===== src/rtl/rsv_bridge_pkg.sv =====
package rsv_bridge_pkg;
  typedef enum logic [2:0] {
    OP_IDLE,
    OP_READ,
    OP_LOAD_RSV,
    OP_WRITE,
    OP_STORE_COND
  } op_e;
endpackage


===== src/rtl/rsv_op_decode.sv =====
module rsv_op_decode
  import rsv_bridge_pkg::*;
(
  input  logic ts_i,
  input  logic we_i,
  input  logic rsv_i,
  output op_e  op_o
);
  always_comb begin
    if (!ts_i)                op_o = OP_IDLE;
    else if (we_i && rsv_i)   op_o = OP_STORE_COND;
    else if (we_i)            op_o = OP_WRITE;
    else if (rsv_i)           op_o = OP_LOAD_RSV;
    else                      op_o = OP_READ;
  end
endmodule


===== src/rtl/rsv_region_dec.sv =====
module rsv_region_dec #(
  parameter int unsigned    AW       = 30,
  parameter logic [AW-1:0]  REM_BASE = '0,
  parameter logic [AW-1:0]  REM_MASK = '0
) (
  input  logic [AW-1:0] addr_i,
  output logic          hit_o
);
  assign hit_o = ((addr_i & REM_MASK) == REM_BASE);
endmodule


===== src/rtl/rsv_tracker.sv =====
module rsv_tracker
  import rsv_bridge_pkg::*;
#(
  parameter int unsigned AW = 30
) (
  input  logic          clk_i,
  input  logic          rst_ni,
  input  op_e           op_i,
  input  logic          in_region_i,
  input  logic [AW-1:0] addr_i,
  input  logic          snp_vld_i,
  input  logic          snp_we_i,
  input  logic [AW-1:0] snp_addr_i,
  output logic          sc_pass_o
);
  logic          flag_q;
  logic [AW-1:0] raddr_q;
  logic          snoop_hit;
  logic          arm;

  assign snoop_hit = snp_vld_i && snp_we_i && flag_q && (snp_addr_i == raddr_q);
  assign arm       = (op_i == OP_LOAD_RSV) && in_region_i;
  // snoop hit in the same cycle beats the store-conditional
  assign sc_pass_o = (op_i == OP_STORE_COND) && flag_q &&
                     (addr_i == raddr_q) && !snoop_hit;

  always_ff @(posedge clk_i or negedge rst_ni) begin
    if (!rst_ni) begin
      flag_q  <= 1'b0;
      raddr_q <= '0;
    end else if (arm) begin
      // reserved load wins over a same-cycle snoop
      flag_q  <= 1'b1;
      raddr_q <= addr_i;
    end else if (op_i == OP_STORE_COND || snoop_hit) begin
      flag_q  <= 1'b0;
    end
  end
endmodule


===== src/rtl/rsv_resp.sv =====
module rsv_resp
  import rsv_bridge_pkg::*;
#(
  parameter int unsigned AW = 30
) (
  input  logic          clk_i,
  input  logic          rst_ni,
  input  op_e           op_i,
  input  logic          in_region_i,
  input  logic          sc_pass_i,
  input  logic [AW-1:0] addr_i,
  output logic          ack_o,
  output logic          kill_o,
  output logic          rem_req_o,
  output logic          rem_we_o,
  output logic [AW-1:0] rem_addr_o
);
  logic sc_fail, is_wr, active;

  assign active  = (op_i != OP_IDLE);
  assign sc_fail = (op_i == OP_STORE_COND) && !sc_pass_i;
  assign is_wr   = (op_i == OP_WRITE) || (op_i == OP_STORE_COND);

  always_ff @(posedge clk_i or negedge rst_ni) begin
    if (!rst_ni) begin
      ack_o      <= 1'b0;
      kill_o     <= 1'b0;
      rem_req_o  <= 1'b0;
      rem_we_o   <= 1'b0;
      rem_addr_o <= '0;
    end else begin
      ack_o     <= active && !sc_fail;
      kill_o    <= sc_fail;
      // failed store-conditional is never started remotely
      rem_req_o <= active && in_region_i && !sc_fail;
      if (active) begin
        rem_we_o   <= is_wr;
        rem_addr_o <= addr_i;
      end
    end
  end
endmodule


===== src/rtl/rsv_bridge.sv =====
module rsv_bridge
  import rsv_bridge_pkg::*;
#(
  parameter int unsigned   AW       = 30,
  parameter logic [AW-1:0] REM_BASE = AW'(30'h1000_0000),
  parameter logic [AW-1:0] REM_MASK = AW'(30'h3000_0000)
) (
  input  logic          clk_i,
  input  logic          rst_ni,
  input  logic          loc_ts_i,
  input  logic          loc_we_i,
  input  logic          loc_rsv_i,
  input  logic [AW-1:0] loc_addr_i,
  output logic          loc_ack_o,
  output logic          loc_kill_o,
  input  logic          snp_vld_i,
  input  logic          snp_we_i,
  input  logic [AW-1:0] snp_addr_i,
  output logic          rem_req_o,
  output logic          rem_we_o,
  output logic [AW-1:0] rem_addr_o
);
  op_e  op;
  logic in_region;
  logic sc_pass;

  rsv_op_decode u_dec (
    .ts_i (loc_ts_i),
    .we_i (loc_we_i),
    .rsv_i(loc_rsv_i),
    .op_o (op)
  );

  rsv_region_dec #(.AW(AW), .REM_BASE(REM_BASE), .REM_MASK(REM_MASK)) u_region (
    .addr_i(loc_addr_i),
    .hit_o (in_region)
  );

  rsv_tracker #(.AW(AW)) u_track (
    .clk_i      (clk_i),
    .rst_ni     (rst_ni),
    .op_i       (op),
    .in_region_i(in_region),
    .addr_i     (loc_addr_i),
    .snp_vld_i  (snp_vld_i),
    .snp_we_i   (snp_we_i),
    .snp_addr_i (snp_addr_i),
    .sc_pass_o  (sc_pass)
  );

  rsv_resp #(.AW(AW)) u_resp (
    .clk_i      (clk_i),
    .rst_ni     (rst_ni),
    .op_i       (op),
    .in_region_i(in_region),
    .sc_pass_i  (sc_pass),
    .addr_i     (loc_addr_i),
    .ack_o      (loc_ack_o),
    .kill_o     (loc_kill_o),
    .rem_req_o  (rem_req_o),
    .rem_we_o   (rem_we_o),
    .rem_addr_o (rem_addr_o)
  );
endmodule


===== config.mk =====
export PLATFORM = sky130hd
export DESIGN_NAME = rsv_bridge
export DESIGN_NICKNAME = d
export VERILOG_FILES = /design/src/rtl/rsv_bridge_pkg.sv /design/src/rtl/rsv_op_decode.sv /design/src/rtl/rsv_region_dec.sv /design/src/rtl/rsv_tracker.sv /design/src/rtl/rsv_resp.sv /design/src/rtl/rsv_bridge.sv
export SDC_FILE = /design/constraint.sdc
export NUM_CORES = 1
export LEC_CHECK = 0
export ABC_AREA = 1
export BUFFER_PORTS_ARGS = -buffer_cell sky130_fd_sc_hd__buf_4
export CORE_MARGIN = 5
export CORE_UTILIZATION = 45
export CTS_CLUSTER_SIZE = 24
export DETAILED_ROUTE_END_ITERATION = 10
export GPL_ROUTABILITY_DRIVEN = 1
export GPL_TIMING_DRIVEN = 0
export PLACE_DENSITY = 0.71
export REMOVE_ABC_BUFFERS = 1
export SLEW_MARGIN = 10
export SYNTH_ARGS = -nofsm -noshare
export SYNTH_HDL_FRONTEND = slang
export SYNTH_SLANG_ARGS = --single-unit

===== constraint.sdc =====
create_clock -name clk_i -period 1.7 [get_ports clk_i]
set_clock_uncertainty 0.1 [all_clocks]
set_input_delay 0.17 -clock clk_i [delete_from_list [all_inputs] [get_ports clk_i]]
set_output_delay 0.17 -clock clk_i [all_outputs]
set_load 0.05 [all_outputs]

==> results by group, run 1 <==
Outcome
  – Status: completed

Worst setup path
  – Crit path launch type: primary input
  – CP endpoint kind: register
  – WP data arrival: 1.76 ns
  – Req. time, crit path: between 1.5 and 2 ns
  – Reg2reg start: u_track.raddr_q[14]
  – Worst Setup Path Type: primary input to register
  – Crit-path max FO: 3
  – FF-to-FF End: u_resp.rem_req_o
  – Worst reg2reg path depth: 10
  – Slack of the worst reg-to-reg path: around 0.17 ns

Global routing
  – First-pass GRT wire length: 15000 µm
  – Vias in the first global route: around 3300
  – Congestion Overflow GR: 0
  – Largest net degree at the start of global routing: between 60 and 70
  – Initial antenna violation count: 0
  – Global Route Usage Sum: 19.52%

Flow run
  – MaxCap Viol Count: 0

Clock tree
  – Root buffer cell: clkbuf_8
  – Worst-Skew Late Latency: 0.34 ns
  – CTS max path bufs: 2
  – H-Tree Depth: 3
  – Sink Count: 65
  – CTS buffer count: 9
  – Reg clk slew, reported paths: 0.07 ns
  – CTS tree: done

Layout
  – NumNets Final: 667
  – Ant. Diodes: 0
  – P&R area growth vs syn: 42.19%
  – Layout cells sized above 1: a little under a quarter
  – Layout Cells excl Fill: 703

Timing
  – Fin. max-slew vios: 0
  – Slew @ Worst Pin: 0.8548 ns
  – RSZ-0062 raised after global routing: no
  – WHS: 0.03448 ns
  – Final hold vios: 0
  – Period utilisation layout: 93.87%
  – Max Clk Rate: 626.7 MHz
  – Final worst setup slack: 0.1043 ns
  – # setup viols final: 0
  – Slew Limit Headroom: 43.01%
  – Minimum clock period after layout: ~1.6 ns

Route
  – Antenna Nets Post-Route: 0
  – Initial drt markers: 144
  – DRC violations left: 0
  – Post-Route WL: roughly 8900 µm
  – Routed len/inst: 12.68 µm
  – Detailed Routing Iterations Pass 1: 5
  – DR vias: 3248
  – Vias per inst: 4.620

Placement
  – Post-Place Worst Slack: -0.4926 ns
  – Dpl cells: 653
  – Placer Congestion: around 0.75
  – Input/output buffers: 100
  – Detailed placement HPWL: 6262 µm

Floorplan
  – CORE AREA: 7331 µm²
  – Row count: 31
  – Chip Width: 97.09 µm
  – Die height: 97.09 µm
  – Ports: 101
  – Die area: between 9000 and 10000 µm²
  – Initial core utilization: a little under half

Synth
  – Seq cells post-synth: 65
  – Synth Warn #: 0
  – Unique masters post-synth: 20
  – Primary FF master, synth: dfrtp_1
  – Asr flop ratio synth: 100.0%
  – Register area share after synthesis: between 40% and 50%
  – Post-Syn Area: 3413 µm²
  – Yosys top cell area share: ~48%
  – Post-Syn Instances: 462
  – Synth top cells by count: nand2_1 (184), inv_1 (66), dfrtp_1 (65), o21ai_0 (59), nor2_1 (37)
  – Dominant cell type by area after synthesis: dfrtp_1
  – Post-synth EDFFs: 0
  – Synth top area cells: dfrtp_1 (48%), nand2_1 (20%), o21ai_0 (8.7%)
  – Dominant cell by count in the synthesized netlist: nand2_1
  – Synth Area per Inst: 7.388 µm²

Power
  – Total power: 5499 µW
  – Peak VDD IR: around 0.58 mV
  – LEAKAGE: 0.002522 µW
  – Total power divided by cell area: 1133 nW/µm²

Min path
  – Worst min-delay path startpoint: loc_addr_i[29]
  – Worst hold path endpoint: u_resp.rem_addr_o[29]
  – Hold Path Depth: 3
  – Hold crit path type: primary input to register
==> per-layer routing <==
metal  vias up  track usage, %  share of wire [%]
li1       1672               -                  -
met1      1489           24.64                 45
met2        74           32.80                 49
met3        13           4.020                4.7
met4         0           7.451                1.9
met5         -               0                  0
==> cell type report <==
class	instances	area, µm²
Fill cell	623	2477
Sequential cell	65	1627
Multi-Input combinational cell	320	1490
Timing Repair Buffer	136	1119
Inverter	67	251.5
Clock buffer	9	123.9
Tap cell	99	123.9
Clock inverter	7	118.9
==> flip-flops by register name (all words and copies together) (netlist names) <==
name / count
u_resp.rem_we_o: 1
u_resp.ack_o: 1
u_resp.rem_addr_o: 30
u_track.raddr_q: 30
u_resp.rem_req_o: 1
u_track.flag_q: 1
u_resp.kill_o: 1
==> worst max-delay path by stage <==
stage                        start                     to  slack, ns  cells after the start
floorplan                 loc_we_i  u_resp.rem_addr_o[15]      -1.19                      5
global placement          loc_we_i  u_resp.rem_addr_o[15]      -2.28                      6
detailed placement        loc_we_i  u_resp.rem_addr_o[15]      -0.49                      7
CTS                      loc_rsv_i    u_track.raddr_q[18]       0.01                      7
global route        loc_addr_i[13]           u_resp.ack_o     0.0002                     11
finish              loc_addr_i[14]       u_resp.rem_req_o       0.10                     11
==> stage by stage <==
stage,util (%),setup TNS (ns),instance area [µm²]
after floorplan,-,-45.59,3339
after global placement,57.48,-106.91,4214
after detailed placement,58.27,-14.93,4272
after CTS,65.59,0,4808
after global routing,66.21,0,4853
final,66.21,0,4853
==> where the power goes <==
group | switching, µW | total [µW] | internal (µW)
clock network | 627 | 1600 | 973
logic | 1080 | 1780 | 699
registers | 257 | 2120 | 1870
total | 1960 | 5500 | 3540
==> logic make-up after synthesis <==
logic type               share of synthesized area, %
AO/OA/AOI/OAI                                   9.641
multiplexers                                   0.9897
adder cells (fa/ha/maj)                        0.3665
buffers and inverters                           9.531
AND/OR/NAND/NOR                                 25.40
flip-flops                                      47.65
XOR/XNOR                                        6.415
==> timing repair <==
item / in CTS / in global routing
cloned: 1 / 0
hold buffers: 28 / 0
endpoints found under the hold margin: 97 / 0
gates resized for setup: 0 / 5
buffers inserted: 1 / 4
endpoints found under the setup margin: 3 / 25
pin swaps: 2 / 2
==> placed cells by master (no fill, tap or decap), types with 6 or more instances in the layout <==
cell / synthesis / layout
o21ai_0: 59 / 59
xor2_1: 6 / 6
inv_1: 66 / 66
clkbuf_8: 0 / 9
dfrtp_1: 65 / 65
nand2_1: 184 / 183
nor2_1: 37 / 34
xnor2_1: 19 / 19
dlygate4sd3_1: 0 / 28
buf_4: 4 / 105
==> critical path, stage by stage <==
cell and delay (ns):
dlygate4sd3_1 0.55, buf_4 0.15, nand2_1 0.05, nand2_1 0.05
nor2_1 0.15, nand2_1 0.08, nor2_1 0.13, nand2_1 0.08
nor2_2 0.12, nand2_2 0.09, a21oi_2 0.14
No activity file was read; power rests on OpenSTA's default activity.
==> run 2, diff against run 1 <==
Settings changed: PLACE_DENSITY 0.71 to default, PLACE_DENSITY_LB_ADDON from default to 0.2.
==> results by group, run 2 (synthesis gave the netlist of run 1 again) <==
Floorplan
  – Chip Width: 97.09 µm
  – Ports: 101
  – Initial core utilization: 46.56%
  – Die area: around 9400 µm²
  – Row count: 31
  – Die height: 97.09 µm
  – CORE AREA: 7331 µm²

Power
  – Total power: around 5300 µW
  – Peak VDD IR: about 0.74 mV
  – Pint: 3360 µW
  – LEAKAGE: 0.002511 µW
  – P_sw: just under 2000 µW
  – Logic gate share of total power: 33.7%
  – Clk network pwr share: a little over a quarter
  – Total power divided by cell area: between 1000 and 1500 nW/µm²
  – Sw Share: a little under two fifths
  – Seq pwr share: 40.1%

Placement
  – Post-Place Worst Slack: -0.4914 ns
  – Dpl cells: 653
  – Placer Congestion: 0.7983
  – Detailed placement HPWL: ~6400 µm
  – Input/output buffers: 100

Timing
  – Slew Limit Headroom: 43.98%
  – RSZ-0062 raised after global routing: no
  – Max Clk Rate: 631.4 MHz
  – # setup viols final: 0
  – Final hold vios: 0
  – Minimum clock period after layout: ~1.6 ns
  – Fin. max-slew vios: 0
  – Period utilisation layout: 93.16%
  – Slew @ Worst Pin: 0.8402 ns
  – Final worst setup slack: 0.1163 ns
  – WHS: between 0.03 and 0.04 ns

Layout
  – Fillers: 606
  – P&R area growth vs syn: 41.02%
  – Commonest non-fill, non-tap cell in the layout: nand2_1
  – Multi-input gate area: roughly 1500 µm²
  – NumNets Final: 667
  – Registers with the most flip-flops: u_resp.rem_addr_o: 30 flops, u_track.raddr_q: 30 flops
  – Commonest cells after routing, fill and taps aside: nand2_1 (184), buf_4 (106), inv_1 (66)
  – Ant. Diodes: 0
  – Layout cells sized above 1: between 20 and 25%
  – FF/Latch Area: between 1500 and 2000 µm²
  – Layout Cells excl Fill: roughly 700
  – Fin util: 65.66%

Clock tree
  – Root buffer cell: clkbuf_8
  – H-Tree Depth: 3
  – CTS max path bufs: 2
  – Worst-Skew Late Latency: 0.33 ns
  – CTS buffer count: 9
  – Reg clk slew, reported paths: 0.08 ns
  – Sink Count: 65
  – CTS tree: done

Route
  – Post-Route WL: 9093 µm
  – Antenna Nets Post-Route: 0
  – Routed len/inst: 12.93 µm
  – DR vias: 3304
  – Vias per inst: 4.700
  – Initial drt markers: ~140
  – DRC violations left: 0
  – Detailed Routing Iterations Pass 1: 4

Worst setup path
  – WP data arrival: 1.74 ns
  – Req. time, crit path: about 1.9 ns
  – Worst Setup Path Type: primary input to register
  – Crit path launch type: primary input
  – Crit-path max FO: 3
  – CP endpoint kind: register

Global routing
  – Global Route Usage Sum: 19.74%
  – Vias in the first global route: 3426
  – Initial antenna violation count: 0
  – Largest net degree at the start of global routing: 66
  – First-pass GRT wire length: ~15000 µm
  – Congestion Overflow GR: 0

Outcome
  – Status: completed

Flow run
  – MaxCap Viol Count: 0

Min path
  – Hold crit path type: primary input to register
[run 2: metrics by stage]
stage                     setup TNS [ns]  area [µm²]
after floorplan                   -45.59        3339
after global placement           -108.50        4214
after detailed placement          -15.43        4272
after CTS                              0        4808
after global routing                   0        4813
final                                  0        4813
[run 2: worst max-delay path, cell delays in order]
cell and delay [ns]:
dlygate4sd3_1 0.55, buf_4 0.14, nand2_1 0.07, nand2_1 0.05, nor2_1 0.16, nand2_1 0.07
nor2_1 0.14, nand2_1 0.08, nor2_2 0.10, nand2_1 0.09, a21oi_1 0.12
[run 2: power groups by stage]
| stage | clock network [µW] | registers, µW | logic, µW |
|---|---|---|---|
| after floorplan | 0 | 2510 | 757 |
| after global placement | 0 | 2130 | 1670 |
| after detailed placement | 0 | 2150 | 1720 |
| after CTS | 1420 | 2120 | 1800 |
| after global routing | 1490 | 2170 | 1980 |
| final | 1400 | 2130 | 1790 |
[run 2: cell type report]
class / count / share of cell area [%]
clock buffer: 12 / 3.431
inverter: 67 / 5.225
tap: 99 / 2.573
clock inverter: 4 / 1.040
multi-input combinational: 320 / 30.75
sequential: 65 / 33.79
timing repair buffer: 136 / 23.19
[run 2: metal layers]
layer / wire length, µm / track usage [%]
met3: 475 / 4.235
met1: 3915 / 24.35
met5: 0 / 0
met2: 4528 / 33.86
met4: 174 / 7.235
[run 2: final timing paths]
| path | end | cells after the start | slack (ns) | startpoint |
|---|---|---|---|---|
| setup reg to reg | u_resp.ack_o | 10 | 0.19 | u_track.raddr_q[14] |
| hold reg to reg | u_resp.rem_addr_o[5] | 2 | 0.38 | u_resp.rem_addr_o[5] |
| hold / removal | u_resp.rem_addr_o[29] | 3 | 0.04 | loc_addr_i[29] |
| min in group asynchronous | u_resp.rem_addr_o[4] | 2 | 0.38 | rst_ni |
| setup / recovery | u_resp.ack_o | 11 | 0.12 | loc_addr_i[14] |
| max in group asynchronous | u_resp.rem_addr_o[15] | 2 | 0.57 | rst_ni |
[run 2: timing repair]
item,4_1_cts,5_1_grt
hold endpoints to repair,94,0
gates resized for setup,0,2
buffers inserted,6,0
hold buffers,27,0
cloned,1,0
endpoints found under the setup margin,9,1
pin swaps,2,0
